<file path="config.mk">
export PLATFORM = sky130hd
export DESIGN_NAME = i2c_fifo_master
export DESIGN_NICKNAME = d
export VERILOG_FILES = /design/src/rtl/i2c_fifo_master.sv
export SDC_FILE = /design/constraint.sdc
export NUM_CORES = 1
export LEC_CHECK = 0
export ABC_AREA = 1
export CORE_MARGIN = 2
export CORE_UTILIZATION = 35
export CTS_BUF_LIST = sky130_fd_sc_hd__clkbuf_8
export DETAILED_ROUTE_END_ITERATION = 7
export DONT_BUFFER_PORTS = 1
export PLACE_DENSITY_LB_ADDON = 0.08
export SLEW_MARGIN = 20
export SYNTH_ARGS = -nofsm -noshare
export SYNTH_HDL_FRONTEND = slang
export SYNTH_SLANG_ARGS = --single-unit
</file>
<file path="constraint.sdc">
create_clock -name clk -period 5.5 [get_ports clk]
set_input_delay 0.275 -clock clk [delete_from_list [all_inputs] [get_ports clk]]
set_output_delay 0.275 -clock clk [all_outputs]
set_load 0.1 [all_outputs]
</file>
<file path="src/rtl/i2c_fifo_master.sv">
module i2c_fifo_master #(
  parameter int DEPTH     = 16,
  parameter int DIV_RESET = 156
) (
  input  logic        clk,
  input  logic        rst_n,
  input  logic [5:0]  reg_addr,
  input  logic        reg_wr,
  input  logic        reg_rd,
  input  logic [15:0] reg_wdata,
  output logic [15:0] reg_rdata,
  input  logic        sda_i,
  output logic        scl_oe,
  output logic        sda_oe,
  output logic        irq
);
  localparam int PW = $clog2(DEPTH);
  localparam int CW = PW + 1;
  localparam logic [CW-1:0] FULL = CW'(DEPTH);
  localparam logic [CW-1:0] HALF = CW'(DEPTH / 2);

  typedef enum logic [2:0] {S_IDLE, S_START, S_BYTE, S_WAIT, S_STOP} st_t;
  st_t st;

  logic [15:0] div_q, len_q, cnt, remain, tx_left;
  logic [2:0]  ien, flg;
  logic [7:0]  adr_q, sh;
  logic        rw_q, nostop_q, hold, err, ackbad, sda_q, is_adr;
  logic [1:0]  q;
  logic [3:0]  bitn;
  logic        tx_ien, rx_ien;
  logic [7:0]  tx_mem [DEPTH];
  logic [7:0]  rx_mem [DEPTH];
  logic [PW-1:0] tx_wp, tx_rp, rx_wp, rx_rp;
  logic [CW-1:0] tx_cnt, rx_cnt;

  wire wr_div = reg_wr && reg_addr == 6'h00;
  wire wr_cs  = reg_wr && reg_addr == 6'h02;
  wire wr_ac  = reg_wr && reg_addr == 6'h04;
  wire wr_len = reg_wr && reg_addr == 6'h06;
  wire wr_txd = reg_wr && reg_addr == 6'h10;
  wire wr_txs = reg_wr && reg_addr == 6'h18;
  wire wr_rxs = reg_wr && reg_addr == 6'h28;
  wire rd_rxd = reg_rd && reg_addr == 6'h20;

  wire soft_rst = wr_ac && reg_wdata[13];
  wire busy     = st != S_IDLE;
  wire go       = wr_ac && reg_wdata[8] && !soft_rst && !busy;

  wire [15:0] div_eff = (div_q == 16'd0) ? 16'd1 : div_q;
  wire timed = st == S_START || st == S_BYTE || st == S_STOP;
  wire qtick = timed && cnt == div_eff - 16'd1;
  wire wphase = is_adr || !rw_q;
  wire [15:0] nxt_rem = is_adr ? remain : remain - 16'd1;
  wire byte_end = st == S_BYTE && qtick && q == 2'd3 && bitn == 4'd8;

  wire tx_push = wr_txd && tx_cnt != FULL;
  wire tx_pop  = st == S_WAIT && !rw_q && tx_cnt != '0;
  wire rx_push = byte_end && !is_adr && rw_q;
  wire rx_pop  = rd_rxd && rx_cnt != '0;
  wire tx_flush = soft_rst || (wr_txs && reg_wdata[14]);
  wire rx_flush = soft_rst || (wr_rxs && reg_wdata[14]);

  wire tx_req = tx_ien && busy && !rw_q && tx_left != 16'd0 && tx_cnt < HALF;
  wire rx_req = rx_ien && rx_cnt != '0 && (rx_cnt >= HALF || (rw_q && remain == 16'd0));

  wire drive = (bitn < 4'd8) ? (wphase & ~sh[7]) : (!wphase && remain != 16'd1);

  always_comb begin
    case (st)
      S_IDLE:  scl_oe = hold;
      S_START: scl_oe = q == 2'd0 || q == 2'd3;
      S_BYTE:  scl_oe = q < 2'd2;
      S_STOP:  scl_oe = q == 2'd0;
      default: scl_oe = 1'b1;
    endcase
  end
  assign sda_oe = sda_q;
  assign irq = |(flg & ien) | tx_req | rx_req;

  always_comb begin
    case (reg_addr)
      6'h00:   reg_rdata = div_q;
      6'h02:   reg_rdata = {3'b0, rx_req, tx_req, flg, 5'b0, ien};
      6'h04:   reg_rdata = {6'b0, nostop_q, busy, adr_q};
      6'h06:   reg_rdata = len_q;
      6'h18:   reg_rdata = {tx_ien, 9'b0, 6'(tx_cnt)};
      6'h20:   reg_rdata = {8'b0, rx_mem[rx_rp]};
      6'h28:   reg_rdata = {rx_ien, 9'b0, 6'(rx_cnt)};
      default: reg_rdata = 16'h0;
    endcase
  end

  always_ff @(posedge clk or negedge rst_n)
    if (!rst_n) begin
      div_q <= 16'(DIV_RESET); len_q <= '0; ien <= '0;
      adr_q <= '0; rw_q <= 1'b0; nostop_q <= 1'b0;
    end else begin
      if (wr_div) div_q <= reg_wdata;
      if (wr_len) len_q <= reg_wdata;
      if (wr_cs) ien <= reg_wdata[2:0];
      if (go) begin adr_q <= reg_wdata[7:0]; rw_q <= reg_wdata[0]; nostop_q <= reg_wdata[9]; end
    end

  always_ff @(posedge clk) begin
    if (tx_push) tx_mem[tx_wp] <= reg_wdata[7:0];
    if (rx_push) rx_mem[rx_wp] <= sh;
  end

  always_ff @(posedge clk or negedge rst_n)
    if (!rst_n) begin
      tx_wp <= '0; tx_rp <= '0; tx_cnt <= '0; tx_ien <= 1'b0;
      rx_wp <= '0; rx_rp <= '0; rx_cnt <= '0; rx_ien <= 1'b0;
      tx_left <= '0;
    end else begin
      if (wr_txs) tx_ien <= reg_wdata[15];
      if (wr_rxs) rx_ien <= reg_wdata[15];
      if (tx_flush) begin
        tx_wp <= '0; tx_rp <= '0; tx_cnt <= '0;
      end else begin
        if (tx_push) tx_wp <= tx_wp + 1'b1;
        if (tx_pop)  tx_rp <= tx_rp + 1'b1;
        tx_cnt <= tx_cnt + CW'(tx_push) - CW'(tx_pop);
      end
      if (rx_flush) begin
        rx_wp <= '0; rx_rp <= '0; rx_cnt <= '0;
      end else begin
        if (rx_push) rx_wp <= rx_wp + 1'b1;
        if (rx_pop)  rx_rp <= rx_rp + 1'b1;
        rx_cnt <= rx_cnt + CW'(rx_push) - CW'(rx_pop);
      end
      if (soft_rst) tx_left <= '0;
      else if (go) tx_left <= (!reg_wdata[0] && len_q > 16'(tx_cnt)) ? len_q - 16'(tx_cnt) : 16'd0;
      else if (tx_push && busy && tx_left != 16'd0) tx_left <= tx_left - 16'd1;
    end

  always_ff @(posedge clk or negedge rst_n)
    if (!rst_n) begin
      st <= S_IDLE; q <= '0; cnt <= '0; bitn <= '0; sh <= '0; is_adr <= 1'b0;
      remain <= '0; ackbad <= 1'b0; err <= 1'b0; hold <= 1'b0; sda_q <= 1'b0; flg <= '0;
    end else if (soft_rst) begin
      st <= S_IDLE; q <= '0; cnt <= '0; bitn <= '0; is_adr <= 1'b0;
      remain <= '0; err <= 1'b0; hold <= 1'b0; sda_q <= 1'b0; flg <= '0;
    end else begin
      if (wr_cs) flg <= flg & ~reg_wdata[10:8];
      if (timed) cnt <= qtick ? 16'd0 : cnt + 16'd1;
      if (go) begin
        st <= S_START; q <= '0; cnt <= '0; sda_q <= 1'b0;
        remain <= len_q; err <= 1'b0; flg <= '0; hold <= 1'b0;
      end
      case (st)
        S_START: if (qtick) begin
          q <= q + 2'd1;
          if (q == 2'd1) sda_q <= 1'b1;
          if (q == 2'd3) begin st <= S_BYTE; sh <= adr_q; bitn <= '0; is_adr <= 1'b1; end
        end
        S_BYTE: if (qtick) begin
          q <= q + 2'd1;
          if (q == 2'd0) sda_q <= drive;
          if (q == 2'd2) begin
            if (bitn < 4'd8) sh <= {sh[6:0], sda_i};
            else ackbad <= sda_i;
          end
          if (q == 2'd3) begin
            if (bitn != 4'd8) bitn <= bitn + 4'd1;
            else if (wphase && ackbad) begin
              st <= S_STOP; sda_q <= 1'b1; err <= 1'b1;
              if (is_adr) flg[1] <= 1'b1; else flg[2] <= 1'b1;
            end else begin
              is_adr <= 1'b0;
              remain <= nxt_rem;
              if (nxt_rem != 16'd0) st <= S_WAIT;
              else if (nostop_q) begin st <= S_IDLE; hold <= 1'b1; flg[0] <= 1'b1; end
              else begin st <= S_STOP; sda_q <= 1'b1; end
            end
          end
        end
        S_WAIT: if (rw_q ? rx_cnt != FULL : tx_cnt != '0) begin
          st <= S_BYTE; q <= '0; cnt <= '0; bitn <= '0;
          if (!rw_q) sh <= tx_mem[tx_rp];
        end
        S_STOP: if (qtick) begin
          q <= q + 2'd1;
          if (q == 2'd1) sda_q <= 1'b0;
          if (q == 2'd3) begin st <= S_IDLE; if (!err) flg[0] <= 1'b1; end
        end
        default: ;
      endcase
    end

  AST_SDA_STABLE_SCL_HIGH: assert property (@(posedge clk) disable iff (!rst_n)
    (st == S_BYTE && $past(st) == S_BYTE && !scl_oe && !$past(scl_oe)) |-> $stable(sda_q));
  AST_RX_FULL_STALL: assert property (@(posedge clk) disable iff (!rst_n)
    (st == S_WAIT && rw_q && rx_cnt == FULL && !rd_rxd && !soft_rst) |=> st == S_WAIT);
  AST_NO_RX_OVERFLOW: assert property (@(posedge clk) disable iff (!rst_n)
    rx_push |-> rx_cnt != FULL);
  AST_DONE_EXCLUDES_ERR: assert property (@(posedge clk) disable iff (!rst_n)
    !(flg[0] && (flg[1] || flg[2])));
  AST_START_CLEARS_FLAGS: assert property (@(posedge clk) disable iff (!rst_n)
    go |=> flg == 3'b000);
  AST_FIFO_BOUND: assert property (@(posedge clk) disable iff (!rst_n)
    tx_cnt <= FULL && rx_cnt <= FULL);
endmodule

</file>
; ---- Word level (Yosys, flattened, before mapping)
; Memories as Yosys holds them, arrays and structs flattened.
; Cells that the tools add are included.
[word_totals]
register_bits = 146
ramBits = 256
input_bits = 27
output_inout_bits = 19
elab_cells = 293
n_memories = 2
[mem_list]
columns = memory, depth, word_bits, rd, rd_ports_with_merged_regs, write_ports, line
row1 = rx_mem, 16, 8, 1, 0, 1, 33  ; logic [7:0] rx_mem [DEPTH];
row2 = tx_mem, 16, 8, 1, 0, 1, 32  ; logic [7:0] tx_mem [DEPTH];
[classes]
addsub = 15
n_lt_le_gt_ge = 5
n_eq_ne = 35
muxes = 127
bitwise_logic = 9
reduce_logical = 73
[ops]
columns = op, n
row1 = $mux 16, 19
row2 = $pmux 16 s7, 1
row3 = $mux 4, 15
row4 = $mux 3, 19
row5 = $mux 8, 7
row6 = $mux 1, 50
row7 = $sub 16x1->16 const B, 3
row8 = $logic_and 1x1->1, 36
row9 = $logic_not 16->1, 2
row10 = $reduce_bool 16->1, 2
row11 = $pmux 8 s3, 1
row12 = $add 4x1->4 const B, 5
row13 = $add 16x1->16 const B, 1
row14 = $eq 16x16->1, 1
row15 = $gt 16x5->1, 1
row16 = $ne 16x1->1 const B, 1
row17 = $sub 16x5->16, 1
row18 = $reduce_and 7->1, 2
row19 = $eq 6x3->1 const B, 2
row20 = $eq 6x5->1 const B, 2
row21 = $eq 6x6->1 const B, 2
row22 = $mux 2, 6
row23 = $ne 3x2->1 const B, 4
row24 = $ne 3x3->1 const B, 4
row25 = 42 further kinds, 77

; ---- Logic depth before layout (Yosys ltp)
[depth]
word_depth = 16
mapped_depth = 31
ltp_nobuf = 30

; ---- Least setup slack after synthesis
; No wires, ideal clock.
[synth_path]
kind = reg2reg
start = reg div_q[4]
end = reg rx_cnt[4]
arrival_time_ns = 3.877
slack_ns = 1.494
path_stages_with_launch = 30
path_buffers = 0
synth_period_minus_slack_ns = 4.006
path_cell_list = dfstp_2 > nor2_2 > nand2_2 > nor2_4 > nand2_4 > nand2_1 > inv_1 > ha_1 > nand2_2 > nor2_2 > nand3_1 > nand2_1 > nand2_1 > nand2_1 > nand3_1 > nor3_1 > nand3_1 > nor2_4 > inv_2 > nor2_8 > nand2_2 > ha_1 > inv_1 > ha_1 > inv_1 > fa_1 > o21ai_0 > a21oi_1 > xnor2_1 > nor2_1
[synth_via]
elab_chain_cells = 13
[synth_rtl]
columns = element, line
row1 = "start, declared", 25  ; logic [15:0] div_q, len_q, cnt, remain, tx_left;
row2 = "start signal, assigned", 99  ; if (wr_div) div_q <= reg_wdata;
row3 = $logic_not 16->1, 50  ; wire [15:0] div_eff = (div_q == 16'd0) ? 16'd1 : div_q;
row4 = $mux 16 (*), 50
row5 = $sub 16x1->16 (*), 52  ; wire qtick = timed && cnt == div_eff - 16'd1;
row6 = $eq 16x16->1 (*), 52
row7 = $logic_and 1x1->1 (*), 52
row8 = $logic_and 1x1->1 (*) (3 in series), 55  ; wire byte_end = st == S_BYTE && qtick && q == 2'd3 && bitn == 4'd8;
row9 = $logic_and 1x1->1 (*) (2 in series), 59  ; wire rx_push = byte_end && !is_adr && rw_q;
row10 = $add 5x1->5 (*), 130  ; rx_cnt <= rx_cnt + CW'(rx_push) - CW'(rx_pop);
row11 = $sub 5x1->5 (*), 130
row12 = $mux 5 (*), 125  ; if (rx_flush) begin
row13 = "end signal, assigned", 130
row14 = "end, declared", 35  ; logic [CW-1:0] tx_cnt, rx_cnt;
; Mark *: on every way between the ends. The rest lies on a longest branch, timed or not.
; A chain may end at the register's enable or synchronous reset.

; ---- Worst setup path in the final report
; Ends and elaborated chain as after synthesis.

==> impl_metrics.json <==
{
  "core_area_sq_mm": 0.0566,
  "syn_nets": 2255,
  "pre_cts_slack_ns": 0.818,
  "avgSynthCellArea_sq_um": 9.22,
  "cts_hold_buf": 19,
  "yosysSeqAreaShare_pct": 56.2,
  "drv_cap": 0,
  "fin_worst_skew_ns": 0.0213,
  "dp_hpwl_mm": 46.4,
  "hold_viol": 0,
  "power_density_mw_per_mm2": 447,
  "ant_nets": 0,
  "start_util_pct": 35.6,
  "layout_commonest_cell": "nand2_1",
  "via_count": 15900,
  "diodes": 0,
  "dieArea_sq_mm": 0.0594,
  "gp_congestion": 0.920,
  "worstPathMaxFanout": 10,
  "fin_crit_sh_pct": 84.9,
  "io_pins": 46,
  "fmax_mhz": 214,
  "synth-edff-count": 256,
  "cts_tree": "yes",
  "cts.clk_slew.worst_paths_ns": 0.06,
  "fin_nets": 2300,
  "hold_class": "primary input to register",
  "grt_start_max_net_pins": 146,
  "grt.total_usage_pct": 22.4,
  "max_slew_margin_pct": 22.5,
  "clockBufferDepth": 3,
  "antenna_found_initial": 2,
  "ys.flop_type": "edfxtp_1",
  "cts-root-buf": "clkbuf_8",
  "drc": 0,
  "outcome": "complete, no violations",
  "max_slew.worst_pin.slew_ns": 1.16,
  "grt_pass1_vias": 15500,
  "grt_overflow_total": 0,
  "ys_seq_elements": 401,
  "ir_drop_uv": 320,
  "crit_slowest_cell": "dfstp_2",
  "layout_setup_ws_ns": 0.828,
  "drtIter0Drc": 1400,
  "place_area_sq_mm": 0.0211,
  "io_buffers": 0,
  "fp.dieH_um": 244,
  "fillCellCount": 5712,
  "ys.warnings.count": 0,
  "ys_async_sr_fraction_pct": 36.2,
  "insertion_delay_ns": 0.65,
  "layout_common_cells": "nand2_1, nor2_1, o21ai_0, edfxtp_1, inv_1",
  "slew_viol_final": 0,
  "wl_per_cell_um": 21.8,
  "tns_ns": 0,
  "syn-cell-area_sq_mm": 0.0201,
  "die_width_um": 244,
  "wl_mm": 66.4,
  "max_stage_delay_ns": 0.60,
  "cts-resized-gates": 0,
  "via_per_inst": 5.23,
  "post-route-min-period_ns": 4.67,
  "rsz0062_at_grt": "false",
  "clock_sinks": 401,
  "crit_type": "register to register",
  "syn_inst": 2184,
  "dr.pass1.iters": 5,
  "startpoint_type": "register",
  "grt_first_pass_wirelength_mm": 99.8,
  "synth.distinct_cells": 56,
  "cp_top_family": "simple AND/OR/NAND/NOR gates",
  "area_delta_synth_final_pct": 13.6,
  "crit_arrival_ns": 5.18,
  "worstPathBufferInverterCount": 4,
  "leakage_nw": 9.30,
  "setup_viol_count_final": 0,
  "worstSetupEndpointType": "register",
  "cts_setup_buffers": 0,
  "drive_gt1_share_pct": 8.78,
  "critPathRequiredTime_ns": 6.01,
  "htreeDepth": 3,
  "stdcell_area_sq_mm": 0.0229,
  "cts_buffers": 75,
  "row_count": 87,
  "critical_path.most_common_cell": "nand2_1"
}
==> power by group <==
part / switching (mW) / leakage (nW) / internal [mW]
clock network: 1.35 / 0.870 / 1.64
logic: 2.31 / 4.27 / 0.970
registers: 0.399 / 4.16 / 3.54
total: 4.06 / 9.30 / 6.15
==> cell usage after synthesis, drive strengths merged, types with 4 or more instances <==
master,count,share of area (%)
nor4,6,0.19
clkbuf,70,1.3
a22oi,10,0.37
nand3,125,3.3
a221oi,4,0.17
dfrtp,141,18
a21oi,59,1.5
xor2,26,1.2
inv,230,4.3
nor2,338,6.8
o221ai,50,2.2
o21ai,280,7.0
nor3,22,0.60
clkinv,5,0.093
nand2,384,7.3
dfstp,4,0.52
o22ai,36,1.1
ha,41,2.5
xnor2,9,0.39
edfxtp,256,38
buf,10,0.30
nand4,23,0.82
o211ai,22,0.82
==> cells by family after synthesis <==
family                   synth area share [%]
XOR/XNOR                                 1.56
flip-flops                               56.2
adder cells (fa/ha/maj)                  2.85
AO/OA/AOI/OAI                            14.1
multiplexers                           0.0497
buffers and inverters                    5.99
AND/OR/NAND/NOR                          19.2
==> worst paths after layout <==
| check | start | endpoint | slack, ns | cells after the start |
|---|---|---|---|---|
| worst min-delay path | reg_wdata[14] | tx_cnt[2]$_DFF_PN0_ | 0.07 | 3 |
| max in group asynchronous | rst_n | rx_rp[0]$_DFFE_PN0P_ | 4.59 | 2 |
| min in group asynchronous | rst_n | tx_left[10]$_DFFE_PN0P_ | 0.30 | 2 |
| worst max-delay path | div_q[4]$_DFFE_PN1P_ | rx_cnt[4]$_DFF_PN0_ | 0.83 | 29 |
| worst max register to register | div_q[4]$_DFFE_PN1P_ | rx_cnt[4]$_DFF_PN0_ | 0.83 | 29 |
| worst min register to register | adr_q[1]$_DFFE_PN0P_ | adr_q[1]$_DFFE_PN0P_ | 0.49 | 2 |
==> state kept, by name (all words and copies together), names as in the netlist, 2 cells and up <==
register,count
rx_mem,128
tx_mem,128
cnt,16
div_q,16
len_q,16
remain,16
tx_left,16
adr_q,8
sh,8
rx_cnt,5
tx_cnt,5
bitn,4
rx_rp,4
rx_wp,4
tx_rp,4
tx_wp,4
flg,3
ien,3
st,3
q,2
==> worst min-delay path, stage by stage <==
cell,delay (ns)
a21oi_1,0.25
nand2_1,0.11
nor2_1,0.03
==> area by class of cell <==
type / instances / area [sq um] / area share [%]
clock buffer: 80 / 1100 / 4.82
clock inverter: 58 / 438 / 1.92
inverter: 235 / 882 / 3.86
multi-input combinational: 1468 / 7700 / 33.7
sequential: 401 / 11300 / 49.5
tap: 756 / 946 / 4.14
timing repair buffer: 48 / 465 / 2.04
==> metal layers <==
metal / global-route usage [%] / vias to the layer above / share of wire, %
met3: 4.69 / 95 / 6.2
met5: 0 / - / 0.020
met4: 6.46 / 2 / 2.7
met2: 34.1 / 489 / 44
li1: - / 7625 / -
met1: 32.2 / 7716 / 47
==> through the flow <==
stage / hold slack [ns] / utilization [%] / total power [mW] / cells
2_1_floorplan: -0.0206 / - / 6.10 / 2184
3_3_place_gp: -0.0177 / 37.2 / 7.18 / 2889
3_5_place_dp: -0.0185 / 37.3 / 7.19 / 2889
4_1_cts: 0.0257 / 40.4 / 10.3 / 3046
5_1_grt: 0.0698 / 40.4 / 10.9 / 3046
6_report: 0.0718 / 40.4 / 10.2 / 3046
Note: power is estimated with default switching activity, not from simulation.
